===== config.mk =====
export PLATFORM = sky130hd
export DESIGN_NAME = tbl_read_unit
export DESIGN_NICKNAME = d
export VERILOG_FILES = /design/src/rtl/tbl_pkg.sv /design/src/rtl/tbl_regs.sv /design/src/rtl/tbl_seq.sv /design/src/rtl/tbl_read_unit.sv
export SDC_FILE = /design/constraint.sdc
export NUM_CORES = 1
export LEC_CHECK = 0
export BUFFER_PORTS_ARGS = -buffer_cell sky130_fd_sc_hd__buf_2
export CAP_MARGIN = 10
export CELL_PAD_IN_SITES_DETAIL_PLACEMENT = 2
export CELL_PAD_IN_SITES_GLOBAL_PLACEMENT = 2
export CORE_UTILIZATION = 21
export CTS_BUF_LIST = sky130_fd_sc_hd__clkbuf_4 sky130_fd_sc_hd__clkbuf_8
export DETAILED_ROUTE_END_ITERATION = 8
export GPL_ROUTABILITY_DRIVEN = 0
export PLACE_DENSITY = 0.79
export SKIP_LAST_GASP = 1
export SYNTH_ARGS = -nofsm -noshare
export SYNTH_HDL_FRONTEND = slang
export SYNTH_SLANG_ARGS = --single-unit
export TNS_END_PERCENT = 5

===== constraint.sdc =====
create_clock -name clk -period 1.6 [get_ports clk]
set_input_delay 0.32 -clock clk [delete_from_list [all_inputs] [get_ports clk]]
set_output_delay 0.32 -clock clk [all_outputs]
set_load 0.02 [all_outputs]

===== src/rtl/tbl_pkg.sv =====
package tbl_pkg;
    localparam int unsigned ROM_AW_DEF   = 13;
    localparam int unsigned WORD_W_DEF   = 16;
    localparam int unsigned BYTE_W_DEF   = 8;
    localparam int unsigned PAGE_WORDS_DEF = 256;

    typedef enum logic [1:0] {
        ST_IDLE = 2'd0,
        ST_ADDR = 2'd1,
        ST_DATA = 2'd2
    } tr_state_e;

    // true when a register access hits the given decoded address
    function automatic logic addr_hit(input logic [7:0] a, input logic [7:0] target);
        return a == target;
    endfunction
endpackage


===== src/rtl/tbl_regs.sv =====
module tbl_regs #(
    parameter int unsigned BYTE_W   = 8,
    parameter int unsigned REG_AW   = 8,
    parameter int unsigned PTR_W    = 8,
    parameter logic [7:0]  PTR_ADDR = 8'h07,
    parameter logic [7:0]  HI_ADDR  = 8'h08
) (
    input  logic              clk,
    input  logic              rst,
    input  logic              wr_en,
    input  logic [REG_AW-1:0] addr,
    input  logic [BYTE_W-1:0] wdata,
    output logic [BYTE_W-1:0] rdata,
    input  logic              hi_load,
    input  logic [BYTE_W-1:0] hi_in,
    output logic [PTR_W-1:0]  tblp
);
    import tbl_pkg::*;

    logic [BYTE_W-1:0] hi_q;
    logic              ptr_sel;
    logic              hi_sel;

    assign ptr_sel = addr_hit(8'(addr), PTR_ADDR);
    assign hi_sel  = addr_hit(8'(addr), HI_ADDR);

    always_ff @(posedge clk) begin
        if (rst) begin
            tblp <= '0;
            hi_q <= '0;
        end else begin
            if (wr_en && ptr_sel) tblp <= wdata[PTR_W-1:0];
            if (hi_load)          hi_q <= hi_in;
        end
    end

    always_comb begin
        rdata = '0;
        if (ptr_sel)     rdata = BYTE_W'(tblp);
        else if (hi_sel) rdata = hi_q;
    end

    // the high byte only moves on a table-read load
    a_r3_hi_ignores_writes: assert property (@(posedge clk) disable iff (rst)
        !hi_load |=> $stable(hi_q));
    a_r7_hi_takes_rom: assert property (@(posedge clk) disable iff (rst)
        hi_load |=> hi_q == $past(hi_in));
    a_r2_ptr_write: assert property (@(posedge clk) disable iff (rst)
        (wr_en && ptr_sel) |=> tblp == $past(wdata[PTR_W-1:0]));
endmodule


===== src/rtl/tbl_seq.sv =====
module tbl_seq #(
    parameter int unsigned ROM_AW = 13,
    parameter int unsigned WORD_W = 16,
    parameter int unsigned BYTE_W = 8,
    parameter int unsigned PTR_W  = 8,
    parameter int unsigned DM_AW  = 8
) (
    input  logic              clk,
    input  logic              rst,
    input  logic              start,
    input  logic              last,
    input  logic [DM_AW-1:0]  dest,
    input  logic [ROM_AW-1:0] pc,
    input  logic [PTR_W-1:0]  tblp,
    output logic [ROM_AW-1:0] rom_addr,
    output logic              rom_rd_en,
    input  logic [WORD_W-1:0] rom_rdata,
    output logic              dm_we,
    output logic [DM_AW-1:0]  dm_addr,
    output logic [BYTE_W-1:0] dm_wdata,
    output logic              hi_load,
    output logic [BYTE_W-1:0] hi_byte,
    output logic              busy
);
    import tbl_pkg::*;

    localparam int unsigned PAGE_AW = ROM_AW - PTR_W;
    localparam logic [PAGE_AW-1:0] TOP_PAGE = '1;

    tr_state_e         state;
    logic [ROM_AW-1:0] addr_q;
    logic [DM_AW-1:0]  dest_q;
    logic [PAGE_AW-1:0] page;

    assign page = last ? TOP_PAGE : pc[ROM_AW-1:PTR_W];

    always_ff @(posedge clk) begin
        if (rst) begin
            state  <= ST_IDLE;
            addr_q <= '0;
            dest_q <= '0;
        end else begin
            case (state)
                ST_IDLE: if (start) begin
                    addr_q <= {page, tblp};
                    dest_q <= dest;
                    state  <= ST_ADDR;
                end
                ST_ADDR: state <= ST_DATA;
                default: state <= ST_IDLE;
            endcase
        end
    end

    assign rom_addr  = addr_q;
    assign rom_rd_en = state == ST_ADDR;
    assign dm_we     = state == ST_DATA;
    assign dm_addr   = dest_q;
    assign dm_wdata  = rom_rdata[BYTE_W-1:0];
    assign hi_load   = state == ST_DATA;
    assign hi_byte   = rom_rdata[2*BYTE_W-1:BYTE_W];
    assign busy      = state != ST_IDLE;

    a_r8_addr_then_data: assert property (@(posedge clk) disable iff (rst)
        rom_rd_en |=> dm_we && busy);
    a_r6_single_write: assert property (@(posedge clk) disable iff (rst)
        dm_we |=> !dm_we && !busy);
    a_r9_held_during_read: assert property (@(posedge clk) disable iff (rst)
        rom_rd_en |=> $stable(rom_addr) && $stable(dm_addr));
    a_r8_start_begins: assert property (@(posedge clk) disable iff (rst)
        (start && !busy) |=> rom_rd_en);
endmodule


===== src/rtl/tbl_read_unit.sv =====
module tbl_read_unit #(
    parameter int unsigned ROM_AW     = tbl_pkg::ROM_AW_DEF,
    parameter int unsigned WORD_W     = tbl_pkg::WORD_W_DEF,
    parameter int unsigned BYTE_W     = tbl_pkg::BYTE_W_DEF,
    parameter int unsigned PAGE_WORDS = tbl_pkg::PAGE_WORDS_DEF,
    parameter int unsigned REG_AW     = 8,
    parameter int unsigned DM_AW      = 8
) (
    input  logic              clk,
    input  logic              rst,
    input  logic              reg_wr_en,
    input  logic [REG_AW-1:0] reg_addr,
    input  logic [BYTE_W-1:0] reg_wdata,
    output logic [BYTE_W-1:0] reg_rdata,
    input  logic              tr_start,
    input  logic              tr_last,
    input  logic [DM_AW-1:0]  tr_dest,
    input  logic [ROM_AW-1:0] pc,
    output logic [ROM_AW-1:0] rom_addr,
    output logic              rom_rd_en,
    input  logic [WORD_W-1:0] rom_rdata,
    output logic              dm_we,
    output logic [DM_AW-1:0]  dm_addr,
    output logic [BYTE_W-1:0] dm_wdata,
    output logic              busy
);
    localparam int unsigned PTR_W = $clog2(PAGE_WORDS);

    logic [PTR_W-1:0]  tblp;
    logic              hi_load;
    logic [BYTE_W-1:0] hi_byte;

    tbl_regs #(
        .BYTE_W (BYTE_W),
        .REG_AW (REG_AW),
        .PTR_W  (PTR_W)
    ) u_regs (
        .clk     (clk),
        .rst     (rst),
        .wr_en   (reg_wr_en),
        .addr    (reg_addr),
        .wdata   (reg_wdata),
        .rdata   (reg_rdata),
        .hi_load (hi_load),
        .hi_in   (hi_byte),
        .tblp    (tblp)
    );

    tbl_seq #(
        .ROM_AW (ROM_AW),
        .WORD_W (WORD_W),
        .BYTE_W (BYTE_W),
        .PTR_W  (PTR_W),
        .DM_AW  (DM_AW)
    ) u_seq (
        .clk       (clk),
        .rst       (rst),
        .start     (tr_start),
        .last      (tr_last),
        .dest      (tr_dest),
        .pc        (pc),
        .tblp      (tblp),
        .rom_addr  (rom_addr),
        .rom_rd_en (rom_rd_en),
        .rom_rdata (rom_rdata),
        .dm_we     (dm_we),
        .dm_addr   (dm_addr),
        .dm_wdata  (dm_wdata),
        .hi_load   (hi_load),
        .hi_byte   (hi_byte),
        .busy      (busy)
    );

    a_r1_idle_after_reset: assert property (@(posedge clk)
        rst |=> !busy && !dm_we && !rom_rd_en);
endmodule


**Word level (Yosys, flattened, before mapping)**

Index checks and enable logic that the tools add are counted.

- Logic and storage cells: 19
- Output and inout port bits: 40
- Input port bits: 58
- Register bits after elaboration: 39

- Reductions and logical operators: 4
- Equality and inequality tests: 5
- Multiplexer cells: 5

Operators with widths:

| kind | count |
|---|---|
| 8-bit two-way mux | 2 |
| 8-bit by 3-bit == test with 1-bit output (second input constant) | 1 |
| 8-bit by 4-bit == test with 1-bit output (second input constant) | 1 |
| 5-bit two-way mux | 1 |
| 2-bit one-hot mux with 2 select lines | 1 |
| 2-bit by 1-bit == test with 1-bit output (second input constant) | 1 |
| 2-bit == test (second input constant) | 1 |
| 2-bit logical NOT | 1 |
| 2-bit two-way mux | 1 |
| 2-bit != test (second input constant) | 1 |
| 2-bit AND reduction | 1 |
| 2-bit nonzero test | 1 |
| 1-bit logical AND | 1 |

**Logic depth before layout (Yosys ltp)**

- Depth after elaboration: 3
- Depth in mapped cells: 5
- Depth with buffers taken out: 4

**Cells and area by module**

Synthesis repeated with hierarchy kept, for this count alone.

- Cell total of the unflattened synthesis: 203
- Area, all modules: 1939.4 um^2

Modules (own cells, without submodules):

| module | sequential area each (um^2) | cells an instance | area each (um^2) | instances |
|---|---|---|---|---|
| tbl_seq | 460.4 | 117 | 1158.6 | 1 |
| tbl_regs | 320.3 | 86 | 780.7 | 1 |

**Worst setup path after synthesis**

Ideal clock, no wire load.

- Path type: in2out
- Start: input reg_addr[5]
- End: output reg_rdata[0]
- Data required time: 1.280 ns
- Path buffers: 2
- Data arrival time: 1.422 ns
- Stages: 4
- Path slack: -0.142 ns
- Cells stage by stage: or4_4 -> buf_6 -> clkbuf_8 -> nor2_1

- Word-level cells in the longest chain between the ends: 3
- Elaborated cells on any way between the ends: 4
- Classes of those cells: 2 x eq/ne; 2 x mux

Ends and longest elaborated chain:

| element | RTL line | source |
|---|---|---|
| start, declared | tbl_read_unit.sv:12 | `input logic [REG_AW-1:0] reg_addr,` |
| 8-bit by 4-bit == test with 1-bit output | tbl_pkg.sv:15 | `return a == target;` |
| 8-bit two-way mux | tbl_regs.sv:40 | `else if (hi_sel) rdata = hi_q;` |
| 8-bit two-way mux * | tbl_regs.sv:39 | `if (ptr_sel) rdata = BYTE_W'(tblp);` |
| end, declared | tbl_read_unit.sv:14 | `output logic [BYTE_W-1:0] reg_rdata,` |

Every way passes the cells marked *; elsewhere a longest branch is shown, timed or not.

**Worst setup path after layout**

- Start: input reg_addr[4]
- End: output reg_rdata[5]

The elaborated chain is that of the path after synthesis.

==> flow_summary.yaml <==
outcome:
  status: "finished, violations left"
  violations: "setup timing"
pwr:
  power_density_nw_per_um2: 909
  vdd_drop_max_uv: 382
  leakage_nw: 0.998
  total_power_mw: 2.17
setup_path:
  cpLargestDelayFamily: "simple AND/OR/NAND/NOR gates"
  max_stage_delay_ns: 0.64
  r2r_cells: 4
  rr_startpoint: "u_seq.state[1]$_SDFFE_PP0P_"
  path_buf_inv: 2
  cp_max_fo: 5
  r2r_end: "u_seq.rom_addr[0]$_SDFFE_PP0P_"
  start_kind: "input pin"
  worst_ep_required_time_ns: 1.28
  critPathArrivalTime_ns: 1.32
  critPathKind: "input pin to output port"
  worst_path_max_delay_cell: "or4_4"
  cp_cell_sequence: "buf_6 -> or4_4 -> nor2_4 -> buf_4"
  critPathCaptureType: "output port"
  r2r_setup_slack_ns: 0.38
yosys:
  synthMuxAreaShare: 0.0970
  synth_edf_count: 0
  ys_warn_count: 0
  synth-xor-area-share: 0
  syn-num-nets: 242
  synthTopCellsByArea: "dfxtp_1 47%, mux2i_1 9.7%, nor2_1 7.7%"
  synth-simple-area-share: 0.202
  synth_compound_area_frac: 0.144
  ys_ff_latch: 39
  netlist_area_sq_um: 1650
  yosysSeqAreaShare: 0.473
  yosysUniqueCellTypes: 26
  yosysTopAreaCellShare: 0.473
  synth_fa_ha_area_frac: 0
  synth_top_family_by_area: "simple AND/OR/NAND/NOR gates"
  synth_cells: 184
  ys.flop_type: "dfxtp_1"
  synthArstFlopShare: 0
  yosys.area.top_type: "dfxtp_1"
  avgSynthCellArea_sq_um: 8.98
grt:
  grt_pass1_vias: 1706
  antenna_found_initial: 0
  grt_use_total: 0.138
  grt.overflow.total: 0
  grt_pass1_wl_mm: 8.72
  grt_max_degree: 40
cells_and_area:
  diodes: 0
  layout_commonest_cell: "buf_2"
  num-nets-final: 315
  drive_above_1_share: 0.450
  stdcell_count: 357
  final_cell_mix: "64 x buf_2, 39 x dfxtp_1, 26 x nor2_1"
  area_delta_synth_final_pct: 44.5
sta:
  setup_violations: 8
  clock.fmax_mhz: 610
  period_share: 1.02
  hold_viol: 0
  timing.final.ws_setup_ns: -0.0398
  final_max_slew_viol_count: 0
  hold_ws_ns: 0.268
  slew_headroom: 0.827
  tightest_slew_ns: 0.258
  rsz0062_at_grt: "yes"
  final.setup_skew_ns: 0.00636
  fin_crit_ns: 1.64
  tns_ns: -0.207
floorplan:
  initial_core_util: 0.223
  die_h_um: 90.7
  core_sq_um: 7410
  core.rowCount: 31
  pin_count: 98
  die_area_sq_um: 8220
  die_w_um: 90.7
drt:
  drc: 0
  wl_mm: 5.55
  drt_iter0_markers: 65
  vias: 1599
  ant_nets: 0
  dr.pass1.iters: 4
  viasPerCell: 4.48
  routedWlPerCell_um: 15.5
clock_tree:
  htree_levels: 2
  clockBufferDepth: 2
  cts-root-buf: "clkbuf_8"
  hold_buffers: 0
  cts_sinks: 39
  cts_buffers: 5
  clkLatencyLatePin_ns: 0.29
  cts.reportedPaths.clkPinSlew_ns: 0.08
  cts_tree: "yes"
worst_hold_path:
  min_to: "u_seq.dm_addr[7]$_SDFFE_PP0P_"
  min_from: "tr_dest[7]"
  hold_path_class: "input pin to flip-flop"
  hold_depth: 3
placed_design:
  io_buffers: 73
  dp_hpwl_mm: 4.02
  dp_cells: 347
flow_run:
  cap_violations: 0
[synthesized netlist by cell type, types with 2 or more instances]
| library cell | number |
|---|---|
| nor2b_1 | 3 |
| buf_4 | 8 |
| buf_1 | 2 |
| clkbuf_1 | 5 |
| nor2_1 | 34 |
| dfxtp_1 | 39 |
| a22oi_1 | 8 |
| mux2i_1 | 16 |
| o31ai_1 | 8 |
| a211oi_1 | 5 |
| a21oi_1 | 16 |
| nand2_1 | 16 |
| buf_2 | 4 |
| nand4_1 | 8 |
[worst register-to-register path, stage by stage, from the launching register on]
cell     delay, ns
dfxtp_1       0.34
nor3b_2       0.21
buf_4         0.27
mux2i_1       0.23
nor2_1        0.06
[per-layer routing]
layer	vias to the layer above	routed length, um	part of all wire	GRT usage
li1	783	-	-	-
met1	776	2430	0.44	0.159
met2	36	2860	0.51	0.251
met3	4	213	0.038	0.0320
met4	0	52	0.0094	0.0363
met5	-	0	0	0
[flip-flops by register name, summed over array words and instances (netlist names)]
name            cells
u_seq.rom_addr     13
u_regs.tblp         8
u_regs.hi_q         8
u_seq.dm_addr       8
u_seq.state         2
[cells by family (layout without fill, tap and decap cells)]
logic type             count (synthesis)  after routing
AND/OR/NAND/NOR                       69             70
flip-flops                            39             39
AO/OA/AOI/OAI                         37             37
buffers and inverters                 23             96
multiplexers                          16             16
[report_power, final]
part	switching, mW	internal, mW	leakage (nW)
sequential	0.0185	1.00	0.317
clock	0.351	0.505	0.0612
combinational	0.167	0.125	0.620
total	0.536	1.63	0.998
[repair_timing]
item                       CTS  global route
pin swaps                    2             5
cloned                       1             0
gates resized for setup     17             4
setup buffers                1             0
setup endpoints to repair    8             8
[area by class of cell]
cell class                 instances  area, sq um
clock buffer                       6         82.6
multi-input combinational        123          848
sequential                        39          781
timing repair buffer              86          509
clock inverter                     2         35.0
fill                             853         5020
tap                               99          124
inverter                           2         7.51
[worst max-delay path by stage]
| stage | start | endpoint | slack (ns) | depth (start not counted) |
|---|---|---|---|---|
| 2_1_floorplan | reg_addr[5] | reg_rdata[0] | -0.01 | 4 |
| 3_3_place_gp | reg_addr[5] | reg_rdata[0] | -0.14 | 4 |
| 3_5_place_dp | reg_addr[5] | reg_rdata[3] | -0.19 | 4 |
| 4_1_cts | reg_addr[6] | reg_rdata[1] | -0.05 | 4 |
| 5_1_grt | reg_addr[4] | reg_rdata[5] | -0.08 | 4 |
| 6_report | reg_addr[4] | reg_rdata[5] | -0.04 | 4 |
[metrics by stage]
step / instance area (sq um) / setup WS (ns) / util
final: 2390 / -0.0398 / 0.322
after global routing: 2390 / -0.0762 / 0.322
after CTS: 2370 / -0.0541 / 0.320
after detailed placement: 2180 / -0.194 / 0.294
after global placement: 2180 / -0.145 / 0.294
after floorplan: 1720 / -0.0109 / -
Note: power is estimated with default switching activity, not from simulation.
